[config.mk]
export PLATFORM = sky130hd
export DESIGN_NAME = bta_gen
export DESIGN_NICKNAME = d
export VERILOG_FILES = /design/src/rtl/bta_pkg.sv /design/src/rtl/bta_ctrl.sv /design/src/rtl/bta_dpath.sv /design/src/rtl/bta_gen.sv
export SDC_FILE = /design/constraint.sdc
export NUM_CORES = 1
export LEC_CHECK = 0
export ABC_AREA = 1
export BUFFER_PORTS_ARGS = -buffer_cell sky130_fd_sc_hd__buf_2
export CORE_ASPECT_RATIO = 1.5
export CORE_UTILIZATION = 55
export DETAILED_ROUTE_END_ITERATION = 16
export PLACE_DENSITY = 0.87
export SLEW_MARGIN = 5
export SYNTH_ARGS = -nofsm -noshare
export SYNTH_HDL_FRONTEND = slang
export SYNTH_HIERARCHICAL = 1
export SYNTH_SLANG_ARGS = --single-unit
[constraint.sdc]
create_clock -name clk -period 5.67 [get_ports clk]
set_input_delay 1.134 -clock clk [delete_from_list [all_inputs] [get_ports clk]]
set_output_delay 1.134 -clock clk [all_outputs]
set_load 0.02 [all_outputs]
[src/rtl/bta_pkg.sv]
package bta_pkg;
  localparam int ADDR_W = 16;
  localparam int BYTE_W = 8;

  typedef enum logic [2:0] {
    KIND_SEQ  = 3'd0,
    KIND_PAGE = 3'd1,
    KIND_LONG = 3'd2,
    KIND_REL  = 3'd3,
    KIND_CREL = 3'd4,
    KIND_IND  = 3'd5
  } kind_e;

  typedef struct packed {
    logic load;
    logic selPage;
    logic selLong;
    logic selRel;
    logic selInd;
    logic take;
    logic offHigh;
  } strobe_t;
endpackage

[src/rtl/bta_ctrl.sv]
module bta_ctrl
  import bta_pkg::*;
(
  input  logic          clk,
  input  logic          rst,
  input  logic          reqValid,
  input  logic [2:0]    kind,
  input  logic [1:0]    instLen,
  input  logic          cond,
  output strobe_t       strobes
);
  always_comb begin
    strobes         = '0;
    strobes.load    = reqValid;
    strobes.offHigh = (instLen == 2'd3);
    case (kind)
      KIND_PAGE: begin strobes.selPage = 1'b1; strobes.take = 1'b1; end
      KIND_LONG: begin strobes.selLong = 1'b1; strobes.take = 1'b1; end
      KIND_REL:  begin strobes.selRel  = 1'b1; strobes.take = 1'b1; end
      KIND_CREL: begin strobes.selRel  = cond; strobes.take = cond; end
      KIND_IND:  begin strobes.selInd  = 1'b1; strobes.take = 1'b1; end
      default:   ;
    endcase
  end

  // At most one target source may be chosen (R8: none for sequential kinds)
  assert_single_source_R8: assert property (@(posedge clk) disable iff (rst)
    $onehot0({strobes.selPage, strobes.selLong, strobes.selRel, strobes.selInd}));

  // A selected target source always means a taken transfer
  assert_select_taken_R6: assert property (@(posedge clk) disable iff (rst)
    (strobes.selPage | strobes.selLong | strobes.selRel | strobes.selInd) |-> strobes.take);
endmodule

[src/rtl/bta_dpath.sv]
module bta_dpath
  import bta_pkg::*;
#(
  parameter int AW = ADDR_W,
  parameter int BW = BYTE_W
) (
  input  logic          clk,
  input  logic          rst,
  input  strobe_t       strobes,
  input  logic [AW-1:0] pc,
  input  logic [1:0]    instLen,
  input  logic [BW-1:0] opcode,
  input  logic [BW-1:0] byte1,
  input  logic [BW-1:0] byte2,
  input  logic [BW-1:0] acc,
  input  logic [AW-1:0] dptr,
  output logic          resValid,
  output logic [AW-1:0] resPc,
  output logic          resTaken
);
  localparam int PAGE_BITS = BW + 3;

  logic [AW-1:0] incPc, relTgt, pageTgt, longTgt, indTgt, target;
  logic [BW-1:0] relOff;

  assign incPc   = pc + AW'(instLen);
  assign relOff  = strobes.offHigh ? byte2 : byte1;
  assign relTgt  = incPc + {{(AW-BW){relOff[BW-1]}}, relOff};
  assign pageTgt = {incPc[AW-1:PAGE_BITS], opcode[BW-1:BW-3], byte1};
  assign longTgt = AW'({byte1, byte2});
  assign indTgt  = dptr + {{(AW-BW){1'b0}}, acc};

  always_comb begin
    target = incPc;
    if (strobes.selPage) target = pageTgt;
    if (strobes.selLong) target = longTgt;
    if (strobes.selRel)  target = relTgt;
    if (strobes.selInd)  target = indTgt;
  end

  always_ff @(posedge clk) begin
    if (rst) begin
      resValid <= 1'b0;
      resPc    <= '0;
      resTaken <= 1'b0;
    end else begin
      resValid <= strobes.load;
      if (strobes.load) begin
        resPc    <= target;
        resTaken <= strobes.take;
      end
    end
  end

  assert_valid_follows_R2: assert property (@(posedge clk) disable iff (rst)
    strobes.load |=> resValid);
  assert_hold_R2: assert property (@(posedge clk) disable iff (rst)
    !strobes.load |=> ($stable(resPc) && $stable(resTaken) && !resValid));
  assert_page_block_R3: assert property (@(posedge clk) disable iff (rst)
    (strobes.load && strobes.selPage) |=> (resPc[AW-1:PAGE_BITS] == $past(incPc[AW-1:PAGE_BITS])));
  assert_long_target_R4: assert property (@(posedge clk) disable iff (rst)
    (strobes.load && strobes.selLong) |=> (resPc == $past(AW'({byte1, byte2}))));
  assert_fallthrough_R6: assert property (@(posedge clk) disable iff (rst)
    (strobes.load && !strobes.take) |=> (resPc == $past(pc + AW'(instLen)) && !resTaken));
endmodule

[src/rtl/bta_gen.sv]
module bta_gen
  import bta_pkg::*;
(
  input  logic        clk,
  input  logic        rst,
  input  logic        reqValid,
  input  logic [2:0]  kind,
  input  logic [15:0] pc,
  input  logic [1:0]  instLen,
  input  logic [7:0]  opcode,
  input  logic [7:0]  byte1,
  input  logic [7:0]  byte2,
  input  logic [7:0]  acc,
  input  logic [15:0] dptr,
  input  logic        cond,
  output logic        resValid,
  output logic [15:0] resPc,
  output logic        resTaken
);
  strobe_t strobes;

  bta_ctrl u_ctrl (
    .clk(clk), .rst(rst), .reqValid(reqValid), .kind(kind),
    .instLen(instLen), .cond(cond), .strobes(strobes)
  );

  bta_dpath #(.AW(16), .BW(8)) u_dpath (
    .clk(clk), .rst(rst), .strobes(strobes), .pc(pc), .instLen(instLen),
    .opcode(opcode), .byte1(byte1), .byte2(byte2), .acc(acc), .dptr(dptr),
    .resValid(resValid), .resPc(resPc), .resTaken(resTaken)
  );

  // outputs stay cleared on the edge after reset
  assert_reset_clear_R1: assert property (@(posedge clk)
    $past(rst) |-> (!resValid && resPc == 16'h0 && !resTaken));
endmodule

**Word level (Yosys, flattened, before mapping)**

Cells that the tools add are included.

- Output and inout port bits: 18
- Register bits: 18
- Input port bits: 73

- Add/sub/neg operators: 3
- Eq/ne operators: 6
- Reduce and logical (&&, ||, !) cells: 1
- Mux-type cells: 10

Operator list:

| kind | number |
|---|---|
| $mux W16 | 3 |
| $add A16 B16 Y16 | 1 |
| $add A16 B2 Y16 | 1 |
| $add A16 B8 Y16 | 1 |
| $mux W11 | 1 |
| $mux W8 | 1 |
| $eq A3 B2 Y1 const B | 2 |
| $eq A3 B3 Y1 const B | 2 |
| $pmux W1 S2 | 2 |
| $reduce_or A4 Y1 | 1 |
| $eq A3 B1 Y1 const B | 1 |
| $mux W1 | 3 |
| $eq A2 B2 Y1 const B | 1 |

**Logic depth before layout (Yosys ltp)**

- Depth after elaboration: 6
- Gate-level depth with buffers: 25
- Depth with buffers taken out: 25

**Cells and area by module**

The synthesis kept the hierarchy.

Modules (own cells, without submodules):

| module | area an instance (sq um) | cells each | seq. area each (sq um) | times used |
|---|---|---|---|---|
| bta_dpath | 2991.6 | 510 | 360.3 | 1 |
| bta_ctrl | 72.6 | 16 | 0.0 | 1 |

**Worst setup path before layout**

No wires, ideal clock.

- Path type: input to register
- From: input pc[0]
- To: register u_dpath.resPc[15]
- Stages on the path: 22
- Slack: 2062 ps
- Arrival time: 3538 ps
- Setup time: 70 ps
- Path through: ha_1 > fa_1 > nand2_1 > inv_2 > nand2_2 > nor2_2 > nand4_2 > nor2_1 > xnor2_1 > clkinv_1 > ha_1 > inv_1 > o21bai_1 > a21oi_1 > nor2_1 > a211oi_1 > nand2_1 > nand2_1 > nand3_1 > nand2_1 > nand2_1 > a21oi_1

- Longest elaborated chain between the ends: 4
- Elaborated cells on any way between the ends: 5
- Classes of those cells: 2 x add/sub; 3 x mux

Ends and longest elaborated chain:

| element | line | RTL |
|---|---|---|
| start: declaration | bta_gen.sv:8 | `input logic [15:0] pc,` |
| $add A16 B2 Y16 (*) | bta_dpath.sv:26 | `assign incPc = pc + AW'(instLen);` |
| $add A16 B16 Y16 or $mux W16 (tied branches) | bta_dpath.sv:28, bta_dpath.sv:36 |  |
| $mux W16 (*) | bta_dpath.sv:37 | `if (strobes.selRel) target = relTgt;` |
| $mux W16 (*) | bta_dpath.sv:38 | `if (strobes.selInd) target = indTgt;` |
| end signal: assignment | bta_dpath.sv:49 | `resPc <= target;` |
| end: declaration | bta_dpath.sv:18 | `output logic [AW-1:0] resPc,` |

Mark *: on every way between the ends. The rest lies on a longest branch, timed or not.
A chain may end at the register's enable or synchronous reset.

**Worst setup path in the final report**

Ends and elaborated chain as after synthesis.

==> summary.txt <==
Clocking
  • Sinks on Clock Net: 18
  • CTS Buf Count: 3
  • Clk_lat worst skew: 250 ps
  • Post-CTS sizing: 0
  • Setup bufs post-CTS: 0
  • Root buffer cell: clkbuf_8
  • CTS clk-pin slew, worst paths: 70 ps
  • Max Root-Sink Buffers: 2
  • CTS tree: yes
  • # H-tree levels: 1
  • Hold_buf cts: 0

Finish
  • Filler instances: roughly 510
  • Design Area, Final: 3580 um2
  • ANT cells: 0
  • Layout Nets: 706
  • Layout area overhead: 16.8%
  • Layout cells sized above 1: 18.3%

Power
  • Pwr/cell area: 161 nW/um2
  • Max IR drop VDD: approximately 0.17 mV
  • LEAKAGE: 1.95 nW

Worst setup path
  • Most used cell, CP: nand2_1
  • CP max stage delay: 390 ps
  • Slowest CP cell: fa_1
  • R2R setup slack: 5020 ps
  • Peak fanout along the critical path: 4
  • Setup crit end kind: register
  • Crit Path Category: primary input to register
  • Worst path buffer plus inverter count: 4
  • Worst Path Required: 5860 ps
  • Crit path DAT: 3980 ps
  • CP Launch Type: primary input
  • Crit-path leading delay family: adder cells
  • Crit-path cells: buf_2 -> ha_1 -> fa_1 -> nand2_1 -> inv_2 -> nand2_2 -> nor2_2 -> nand4_2 -> nor2_1 -> xnor2_1 -> clkinv_1 -> ha_1 -> inv_1 -> o21bai_1 -> a21oi_1 -> nor2_1 -> a211oi_1 -> nand2_1 -> nand2_1 -> nand3_1 -> nand2_1 -> nand2_1 -> a21oi_1

Global routing
  • Number of global-route vias before repair: 3483
  • First-pass GRT wire length: 14500 um
  • Overall routing resource usage: between 30% and 40%
  • Antenna violations before repair: 0
  • Grt ovf: 0
  • Largest net degree at the start of global routing: 26

Job
  • Max cap viols: 0

STA
  • Unrepaired setup endpoints after global routing: no
  • Slew HR: 37.5%
  • Slew Viols, Final: 0
  • Worst Skew: 0 ps
  • Final Hold Vio Count: 0
  • Post-route setup TNS: 0 ps
  • Measured slew at the worst slew-check pin: 932 ps
  • Final setup vio count: 0
  • Minimum clock period: between 3000 and 4000 ps
  • Max Clock Freq: 264 MHz
  • Fin crit share: 66.9%

Logic synthesis
  • Sequential area share after synthesis: 11.8%
  • Post-synthesis async set-or-reset flop share: 0%
  • Synth Flop Type: dfxtp_1
  • EDFF count, synth: 0
  • Syn Nets: 629
  • Unique masters post-synth: 45
  • Ys Warns: 6
  • Synthesized cell area: 3060 um2
  • Post-Synthesis Cells: 526
  • Register bit total from synthesis: 18
  • Syn avg cell area: 5.83 um2

Die
  • Core Box Area: around 5200 um2
  • Die Wd: 62.9 um
  • Cell Rows: 32
  • Top Ports: 91
  • Initial core utilization: between 50% and 60%
  • Die area: 5880 um2
  • Die Y: 93.4 um

Place
  • DP HPWL: 7370 um
  • GPL Wtd Cong: 0.925
  • PortBufs: 85
  • Placed Area: 3520 um2

Routing
  • Routed length on met1: between 3000 and 4000 um
  • Average wire per standard cell: around 13 um
  • 1st-iter DRT viols: approximately 190
  • Routed WL: 8950 um
  • Routed vias/inst: 5.54
  • DRC: 0
  • DR vias: 3712
  • Met2 WL: 4690 um
  • Detailed Routing Iterations Pass 1: 5
  • Wire length on met3: 488 um
  • Top sig layer: met4
  • Routed Antenna Nets: 0

Worst hold path
  • HP Class: register to register

Run status
  • Status: completed
-- registers in the layout, summed over array words and instances, names as in the netlist --
name	count
u_dpath/resValid	1
u_dpath/resTaken	1
u_dpath/resPc	16
-- kinds of logic after synthesis --
family	synth area share, %
DFF	11.8
and+or+nand+nor	34.5
AOI/OAI and AO/OA	24.0
xor gates and xnor gates	5.02
buffers and inverters	11.7
adders and majority gates	13.0
-- report_power, final --
group	internal (mW)	switching (mW)
clock	0.0616	0.0415
sequential	0.138	0.00560
combinational	0.124	0.206
-- synthesized netlist by cell type (2+ instances only) --
cell type / count / area (um2)
a211oi_1: 3 / 22.5
a21o_1: 2 / 15.0
a21oi_1: 50 / 250
a31oi_1: 7 / 43.8
and2_1: 2 / 12.5
buf_2: 2 / 10.0
buf_4: 2 / 15.0
clkbuf_1: 10 / 37.5
clkinv_1: 2 / 7.51
dfxtp_1: 18 / 360
fa_1: 3 / 60.1
ha_1: 27 / 338
inv_1: 70 / 263
inv_2: 3 / 11.3
nand2_1: 127 / 477
nand2_2: 5 / 31.3
nand3_1: 44 / 220
nand3_2: 2 / 20.0
nand4_1: 4 / 25.0
nor2_1: 43 / 161
nor3_1: 7 / 35.0
o211ai_1: 13 / 97.6
o21a_1: 2 / 15.0
o21ai_0: 39 / 195
o21ai_1: 3 / 15.0
o21bai_1: 3 / 22.5
o31ai_1: 2 / 15.0
xnor2_1: 6 / 52.6
xor2_1: 9 / 78.8
-- path summary, 6_finish.rpt --
| kind | to | cells past startpoint | startpoint |
|---|---|---|---|
| setup / recovery | u_dpath/resPc[15] | 23 | pc[0] |
| hold / removal | u_dpath/resPc[13] | 2 | u_dpath/resPc[13] |
| setup reg to reg | u_dpath/resPc[4] | 2 | u_dpath/resPc[4] |
| hold reg to reg | u_dpath/resPc[13] | 2 | u_dpath/resPc[13] |
-- layout by cell type (no fill, tap or decap), types with 7 or more instances in the layout --
cell and instances:
o211ai_1 13, dfxtp_1 18, a21oi_1 50, o21ai_0 39
nand3_1 44, xor2_1 9, nand2_1 127, nor2_1 43
a31oi_1 7, inv_1 70, ha_1 27, buf_2 85
-- worst register-to-register path, delay by kind of cell, from the launching register on --
| kind | cells | cell delay [ps] |
|---|---|---|
| flops | 1 | 320 |
| compound gates | 2 | 210 |
-- final cells by class --
cell class	count	area (um2)	area share [%]
sequential	18	360	10.1
multi-input combinational	417	2350	65.6
clock buffer	4	55.1	1.54
inverter	75	282	7.86
timing repair buffer	88	448	12.5
tap	68	85.1	2.38
-- stage by stage --
stage          hold slack (ps)  utilization, %  instances  total power, mW  setup slack (ps)
6_report                   478            68.2        670            0.577              1880
5_1_grt                    489            68.2        670            0.623              1580
4_1_cts                    477            68.2        670            0.575              1900
3_5_place_dp               466            67.2        666            0.471              1640
3_3_place_gp               450            67.2        666            0.463              1690
2_1_floorplan              539               -        526            0.376              2060
-- routing by layer --
metal | GRT usage (%) | vias to the layer above
li1 | - | 1902
met1 | 33.8 | 1670
met2 | 57.6 | 124
met3 | 2.93 | 16
met4 | 12.8 | 0
met5 | 0 | -
Power figures use the tool's default switching activity.
